File: src/rtl/txpwr_pkg.sv
// Shared types and constants for the transmit power index limiter.
// Assumes 8-bit register data; the tuning codes are fixed byte values.
package txpwr_pkg;
    typedef enum logic [1:0] {
        ADDR_CCK    = 2'd0,
        ADDR_OFDM   = 2'd1,
        ADDR_TUNE_A = 2'd2,
        ADDR_TUNE_B = 2'd3
    } reg_sel_e;

    typedef enum logic [2:0] {
        ST_IDLE, ST_W_CCK, ST_WAIT1, ST_W_OFDM, ST_W_TA, ST_W_TB, ST_WAIT2, ST_DONE
    } seq_st_e;

    localparam int MODE_CCK   = 0;
    localparam int MODE_OFDM  = 1;
    localparam int MODE_PLAIN = 2;

    localparam int LEVEL_CEIL  = 35;
    localparam int TUNE_THRESH = 17;
    localparam logic [7:0] TUNE_LOW_PWR  = 8'h54;
    localparam logic [7:0] TUNE_HIGH_PWR = 8'h50;
endpackage

File: src/rtl/dbm_to_index.sv
// Converts an unsigned dBm value into a power index ceiling for one
// modulation: idx = dBm*MUL - OFS, held within 0..TOP. MODE picks the rule.
// Assumes DBM_W is small enough that 32-bit signed math cannot overflow.
module dbm_to_index #(
    parameter int DBM_W = 8,
    parameter int IDX_W = 8,
    parameter int MODE  = txpwr_pkg::MODE_OFDM
) (
    input  logic [DBM_W-1:0] dbm,
    output logic [IDX_W-1:0] idx
);
    import txpwr_pkg::*;

    localparam int MUL = (MODE == MODE_CCK) ? 4  : (MODE == MODE_OFDM) ? 2  : 1;
    localparam int OFS = (MODE == MODE_CCK) ? 52 : 0;
    localparam int TOP = (MODE == MODE_CCK) ? 28 : (MODE == MODE_OFDM) ? 40 : 35;

    logic signed [31:0] dbm_s;
    logic signed [31:0] scaled;

    // Scale and offset in signed arithmetic, then clamp to 0..TOP.
    always_comb begin
        dbm_s  = signed'(32'(dbm));
        scaled = dbm_s * MUL - OFS;
        if (scaled < 0)
            idx = '0;
        else if (scaled > TOP)
            idx = IDX_W'(TOP);
        else
            idx = IDX_W'(scaled);
    end
endmodule

File: src/rtl/level_cap.sv
// Applies an optional ceiling to a calibrated level, then the fixed
// ceiling of 35. Purely combinational.
module level_cap #(
    parameter int LVL_W = 8
) (
    input  logic [LVL_W-1:0] level,
    input  logic [LVL_W-1:0] limit,
    input  logic             limit_en,
    output logic [LVL_W-1:0] capped
);
    import txpwr_pkg::*;

    logic [LVL_W-1:0] after_reg;

    // Regulatory cap first, fixed ceiling second.
    always_comb begin
        after_reg = (limit_en && (level > limit)) ? limit : level;
        capped    = (after_reg > LVL_W'(LEVEL_CEIL)) ? LVL_W'(LEVEL_CEIL) : after_reg;
    end
endmodule

File: src/rtl/write_seq.sv
// Runs the four-write power programming sequence with two timed waits.
// Captures the final indices on start in idle; start while busy is ignored.
// Assumes WAIT_CYC >= 1.
module write_seq #(
    parameter int LVL_W    = 8,
    parameter int WAIT_CYC = 8
) (
    input  logic                  clk,
    input  logic                  rst_n,
    input  logic                  start,
    input  logic [LVL_W-1:0]      cck_idx,
    input  logic [LVL_W-1:0]      ofdm_idx,
    output logic                  wr_en,
    output txpwr_pkg::reg_sel_e   wr_sel,
    output logic [LVL_W-1:0]      wr_data,
    output logic                  busy,
    output logic                  done
);
    import txpwr_pkg::*;

    localparam int CW = (WAIT_CYC < 2) ? 1 : $clog2(WAIT_CYC);

    seq_st_e          st;
    logic [CW-1:0]    cnt;
    logic [LVL_W-1:0] cck_q, ofdm_q;
    logic [LVL_W-1:0] tune_code;
    logic             wait_end;

    assign wait_end = (cnt == CW'(WAIT_CYC - 1));

    // State, wait counter and captured indices.
    always_ff @(posedge clk) begin
        if (!rst_n) begin
            st     <= ST_IDLE;
            cnt    <= '0;
            cck_q  <= '0;
            ofdm_q <= '0;
        end else begin
            case (st)
                ST_IDLE: if (start) begin
                    cck_q  <= cck_idx;
                    ofdm_q <= ofdm_idx;
                    st     <= ST_W_CCK;
                end
                ST_W_CCK: begin cnt <= '0; st <= ST_WAIT1; end
                ST_WAIT1: if (wait_end) st <= ST_W_OFDM; else cnt <= cnt + 1'b1;
                ST_W_OFDM: st <= ST_W_TA;
                ST_W_TA:   st <= ST_W_TB;
                ST_W_TB:   begin cnt <= '0; st <= ST_WAIT2; end
                ST_WAIT2: if (wait_end) st <= ST_DONE; else cnt <= cnt + 1'b1;
                default:   st <= ST_IDLE;
            endcase
        end
    end

    // Tuning code chosen by the final OFDM index.
    always_comb tune_code = (ofdm_q <= LVL_W'(TUNE_THRESH)) ? LVL_W'(TUNE_LOW_PWR)
                                                           : LVL_W'(TUNE_HIGH_PWR);

    // Bus outputs decoded from state.
    always_comb begin
        wr_en   = 1'b1;
        wr_sel  = ADDR_CCK;
        wr_data = cck_q;
        case (st)
            ST_W_CCK:  ;
            ST_W_OFDM: begin wr_sel = ADDR_OFDM;   wr_data = ofdm_q;    end
            ST_W_TA:   begin wr_sel = ADDR_TUNE_A; wr_data = tune_code; end
            ST_W_TB:   begin wr_sel = ADDR_TUNE_B; wr_data = tune_code; end
            default:   begin wr_en = 1'b0; wr_data = '0; end
        endcase
    end

    assign busy = (st != ST_IDLE);
    assign done = (st == ST_DONE);

    assert_ceiling_R5: assert property (@(posedge clk) disable iff (!rst_n)
        (wr_en && (wr_sel == ADDR_CCK || wr_sel == ADDR_OFDM)) |-> (wr_data <= LVL_W'(LEVEL_CEIL)));
    assert_tune_code_R7: assert property (@(posedge clk) disable iff (!rst_n)
        (wr_en && (wr_sel == ADDR_TUNE_A || wr_sel == ADDR_TUNE_B)) |->
        (wr_data == LVL_W'(TUNE_LOW_PWR) || wr_data == LVL_W'(TUNE_HIGH_PWR)));
    assert_cck_then_wait_R6: assert property (@(posedge clk) disable iff (!rst_n)
        (wr_en && wr_sel == ADDR_CCK) |=> !wr_en);
    assert_ofdm_then_tune_R6: assert property (@(posedge clk) disable iff (!rst_n)
        (wr_en && wr_sel == ADDR_OFDM) |=> (wr_en && wr_sel == ADDR_TUNE_A));
    assert_done_quiet_R6: assert property (@(posedge clk) disable iff (!rst_n)
        done |-> (!wr_en && busy));
    assert_hold_captured_R8: assert property (@(posedge clk) disable iff (!rst_n)
        busy |=> ($stable(cck_q) && $stable(ofdm_q)));
endmodule

File: src/rtl/txpwr_limiter.sv
// Transmit power index limiter top: converts the regulatory dBm maximum to
// per-modulation ceilings, caps the calibrated levels and runs the write
// sequence. Wait length is WAIT_MS milliseconds at CLK_HZ.
module txpwr_limiter #(
    parameter int DBM_W   = 8,
    parameter int LVL_W   = 8,
    parameter int CLK_HZ  = 100_000_000,
    parameter int WAIT_MS = 1
) (
    input  logic             clk,
    input  logic             rst_n,
    input  logic             start,
    input  logic             reg_en,
    input  logic [DBM_W-1:0] max_dbm,
    input  logic [LVL_W-1:0] cck_level,
    input  logic [LVL_W-1:0] ofdm_level,
    output logic             wr_en,
    output logic [1:0]       wr_addr,
    output logic [LVL_W-1:0] wr_data,
    output logic             busy,
    output logic             done
);
    import txpwr_pkg::*;

    localparam int RAW_WAIT = (CLK_HZ / 1000) * WAIT_MS;
    localparam int WAIT_CYC = (RAW_WAIT < 1) ? 1 : RAW_WAIT;

    logic [LVL_W-1:0] cck_lim, ofdm_lim, cck_fin, ofdm_fin;
    reg_sel_e         sel;

    dbm_to_index #(.DBM_W(DBM_W), .IDX_W(LVL_W), .MODE(MODE_CCK)) u_cck_conv (
        .dbm(max_dbm), .idx(cck_lim));
    dbm_to_index #(.DBM_W(DBM_W), .IDX_W(LVL_W), .MODE(MODE_OFDM)) u_ofdm_conv (
        .dbm(max_dbm), .idx(ofdm_lim));

    level_cap #(.LVL_W(LVL_W)) u_cck_cap (
        .level(cck_level), .limit(cck_lim), .limit_en(reg_en), .capped(cck_fin));
    level_cap #(.LVL_W(LVL_W)) u_ofdm_cap (
        .level(ofdm_level), .limit(ofdm_lim), .limit_en(reg_en), .capped(ofdm_fin));

    write_seq #(.LVL_W(LVL_W), .WAIT_CYC(WAIT_CYC)) u_seq (
        .clk(clk), .rst_n(rst_n), .start(start),
        .cck_idx(cck_fin), .ofdm_idx(ofdm_fin),
        .wr_en(wr_en), .wr_sel(sel), .wr_data(wr_data),
        .busy(busy), .done(done));

    assign wr_addr = sel;
endmodule

File: config.mk
export PLATFORM = sky130hd
export DESIGN_NAME = txpwr_limiter
export DESIGN_NICKNAME = d
export VERILOG_FILES = /design/src/rtl/txpwr_pkg.sv /design/src/rtl/dbm_to_index.sv /design/src/rtl/level_cap.sv /design/src/rtl/write_seq.sv /design/src/rtl/txpwr_limiter.sv
export SDC_FILE = /design/constraint.sdc
export NUM_CORES = 1
export LEC_CHECK = 0
export ABC_AREA = 1
export CORE_MARGIN = 3
export CORE_UTILIZATION = 49
export DETAILED_ROUTE_END_ITERATION = 8
export GPL_TIMING_DRIVEN = 0
export HOLD_SLACK_MARGIN = 0.1
export PLACE_DENSITY = 0.77
export SYNTH_ARGS = -nofsm -noshare
export SYNTH_HDL_FRONTEND = slang
export SYNTH_SLANG_ARGS = --single-unit
File: constraint.sdc
create_clock -name clk -period 2.59 [get_ports clk]
set_input_delay 0.259 -clock clk [delete_from_list [all_inputs] [get_ports clk]]
set_output_delay 0.259 -clock clk [all_outputs]
set_load 0.005 [all_outputs]
==> key figures <==
Flow run
  • Max-cap violations: 0

Die
  • Cell Rows: 25
  • Ports: 41
  • Initial core utilization: 0.521
  • Die width: 78.0 um
  • Die ar.: 6090 um2
  • Die span in y: 78.0 um
  • Core area: 4880 um2

Worst setup path
  • CP max stage cell: nor2_4
  • Critical Path RT: 2.77 ns
  • Worst endpoint data arrival time: 2.69 ns
  • Crit path from: max_dbm[0]
  • Crit path kind: input pin to flop
  • Worst Setup End Kind: flop
  • Cell mode on critical path: nand2_1
  • Buf/Inv on CP: 5
  • Worst flop-to-flop path startpoint: u_seq.st[0]
  • Crit-path max cell delay: 0.17 ns
  • Startpoint types: input pin
  • Top delay family on crit path: simple AND/OR/NAND/NOR gates
  • Crit Path Max Fanout: 5

STA
  • RSZ-0062 raised after global routing: true
  • # setup viols final: 0
  • Final min period: 2.52 ns
  • F_max: 397 MHz
  • Final period utilization: 0.972
  • Least-Margin Pin Slew: 0.608 ns
  • Min Hold Slack: 0.459 ns
  • Final Hold Fails: 0
  • Headroom to the max-slew limit: 0.593
  • Setup Skew: 0.00636 ns
  • Slew Viols, Final: 0
  • Setup TNS: 0 ns

Routing
  • Drt drc: 0
  • WL per Instance: 13.1 um
  • Total number of vias: 2732
  • DR iter-0 viols: 184
  • Vias/cell: 5.30
  • Final antenna-violating net count: 0
  • Pre-Repair DR Iteration Count: 4
  • Final WL: 6750 um

Synth
  • Largest area contributor in the netlist: dfxtp_1
  • Register area share after synthesis: 0.283
  • Cells after Synth: 379
  • Post-synthesis async set-or-reset flop share: 0
  • Number of synthesized flops with an enable pin: 0
  • Most used flip-flop cell after synthesis: dfxtp_1
  • Ranking of synthesized cells by area: dfxtp_1, nand2_1, ha_1
  • Synth top area share: 0.283
  • Mapped cell area: 2540 um2
  • Synth Area per Inst: 6.71 um2
  • Synth warn: 0
  • Synth Register Bits: 36
  • Yosys cell types: 41

Min path
  • Hold Path Class: flop to flop
  • Hold path start: u_seq.cck_q[6]

Clock network
  • TritonCTS clock tree: done
  • Reg clk slew, reported paths: 0.07 ns
  • Count of clock tree sinks: 36
  • Total CTS buffers: 5
  • Clk Latency, worst-skew pair: 0.29 ns
  • Root buffer cell: clkbuf_8
  • Clock Tree Buf Depth: 2
  • Hold buffer count at cts: 0
  • CTS H-tree lvls: 2

GRT
  • Initial antenna violation count: 0
  • Grt ovf: 0
  • First-pass GRT wire length: 11100 um
  • Pin count of the biggest net entering global routing: 11
  • Vias in the first global route: 2520
  • GRT Resource Usage Total: 0.220

Placement
  • IO Port Bufs: 39
  • Routability congestion estimate: 0.840
  • DP HPWL: 4770 um
  • Dpl cells: 489
  • DP Area: 3030 um2

Final layout
  • Design Area, Final: 3400 um2
  • # diodes: 0
  • Post-Layout Cell Count: 515
  • Number of nets in the layout: 495
  • Final core utilization: 0.696
  • Synthesis-to-finish area growth: 33.6%
  • Share of layout cells above drive strength 1: 0.196

Pwr
  • Max VDD drop: 382 uV
  • Leakage power: 1.49 nW
  • Pwr/cell area: 520 nW/um2

Status
  • Status: complete, no violations
-- metrics by stage --
step                power, mW  worst slack (ns)
floorplan                1.05             0.150
global placement         1.28            -0.636
detailed placement       1.29            -0.702
CTS                      1.72           0.00406
global route             1.88            -0.188
finish                   1.77            0.0730
-- placed cells by master, fill, tap and decap left out, types with 6 or more instances in the layout --
master           instances
buf_4                   20
clkdlybuf4s50_1         32
clkbuf_8                 6
nor2_1                  27
o21ai_1                  8
nand2_1                 80
nand3_1                 25
inv_2                   10
clkbuf_1                 6
nand2_2                 10
dfxtp_1                 36
a21oi_1                 29
o21ai_0                 17
inv_1                   44
nand3_2                  6
ha_1                    18
-- layout make-up --
| type | count | area (um2) |
|---|---|---|
| Buffer | 6 | 33.8 |
| Multi-Input combinational cell | 285 | 1740 |
| Timing Repair Buffer | 58 | 524 |
| Fill cell | 420 | 1480 |
| Tap cell | 67 | 83.8 |
| Clock buffer | 8 | 90.1 |
| Inverter | 55 | 208 |
| Sequential cell | 36 | 721 |
-- layer usage --
metal	track usage	vias to the layer above	routed length (um)
li1	-	1401	-
met3	0.0378	19	314
met1	0.297	1229	3130
met5	0	-	0
met2	0.359	83	3160
met4	0.0647	0	149
-- cell usage after synthesis, types with 3 or more instances --
cell,n
dfxtp_1,36
o21ai_0,20
a21oi_1,31
nor4_1,3
nand3_1,29
nand4_1,5
ha_1,20
a32o_1,4
inv_2,5
nand2_1,88
nor3_2,3
clkbuf_1,5
inv_1,49
a31oi_1,3
nor2_1,31
o21ai_1,11
-- where the power goes --
group | switching, mW | leakage (nW) | total, mW | internal (mW)
Clock | 0.195 | 0.0455 | 0.412 | 0.217
Combinational | 0.416 | 1.16 | 0.695 | 0.279
Sequential | 0.0483 | 0.292 | 0.659 | 0.610
-- worst min-delay path, delay by kind of cell, from the launching register on --
| kind | cells | cell delay [ns] |
|---|---|---|
| flip-flops | 1 | 0.31 |
| buffers and inverters | 1 | 0.04 |
| AND/OR/NAND/NOR | 1 | 0.07 |
-- flip-flops by register name (all words and copies together) (netlist names) --
register and cells:
u_seq.cnt 17, u_seq.cck_q 8, u_seq.ofdm_q 8, u_seq.st 3
-- final timing paths --
check	end	slack, ns	depth (start not counted)
worst max-delay path	u_seq.cck_q[0]	0.07	26
worst min-delay path	u_seq.cck_q[6]	0.46	2
worst max register to register	u_seq.ofdm_q[2]	0.64	8
worst min register to register	u_seq.cck_q[6]	0.46	2
-- timing repair --
| action | CTS | global route |
|---|---|---|
| endpoints found under the setup margin | 14 | 14 |
| pin swaps | 4 | 15 |
| resized for setup | 19 | 41 |
| cloned | 0 | 1 |
| setup buffers | 10 | 8 |
-- cells by family after synthesis --
logic type      after synthesis  synth area share
fa+ha+maj                    20            0.0984
buf+inv                      62            0.0940
xor+xnor                      2           0.00689
compound gates               82             0.190
flops                        36             0.283
simple gates                176             0.325
other cells                   1           0.00147
Power figures use the tool's default switching activity.
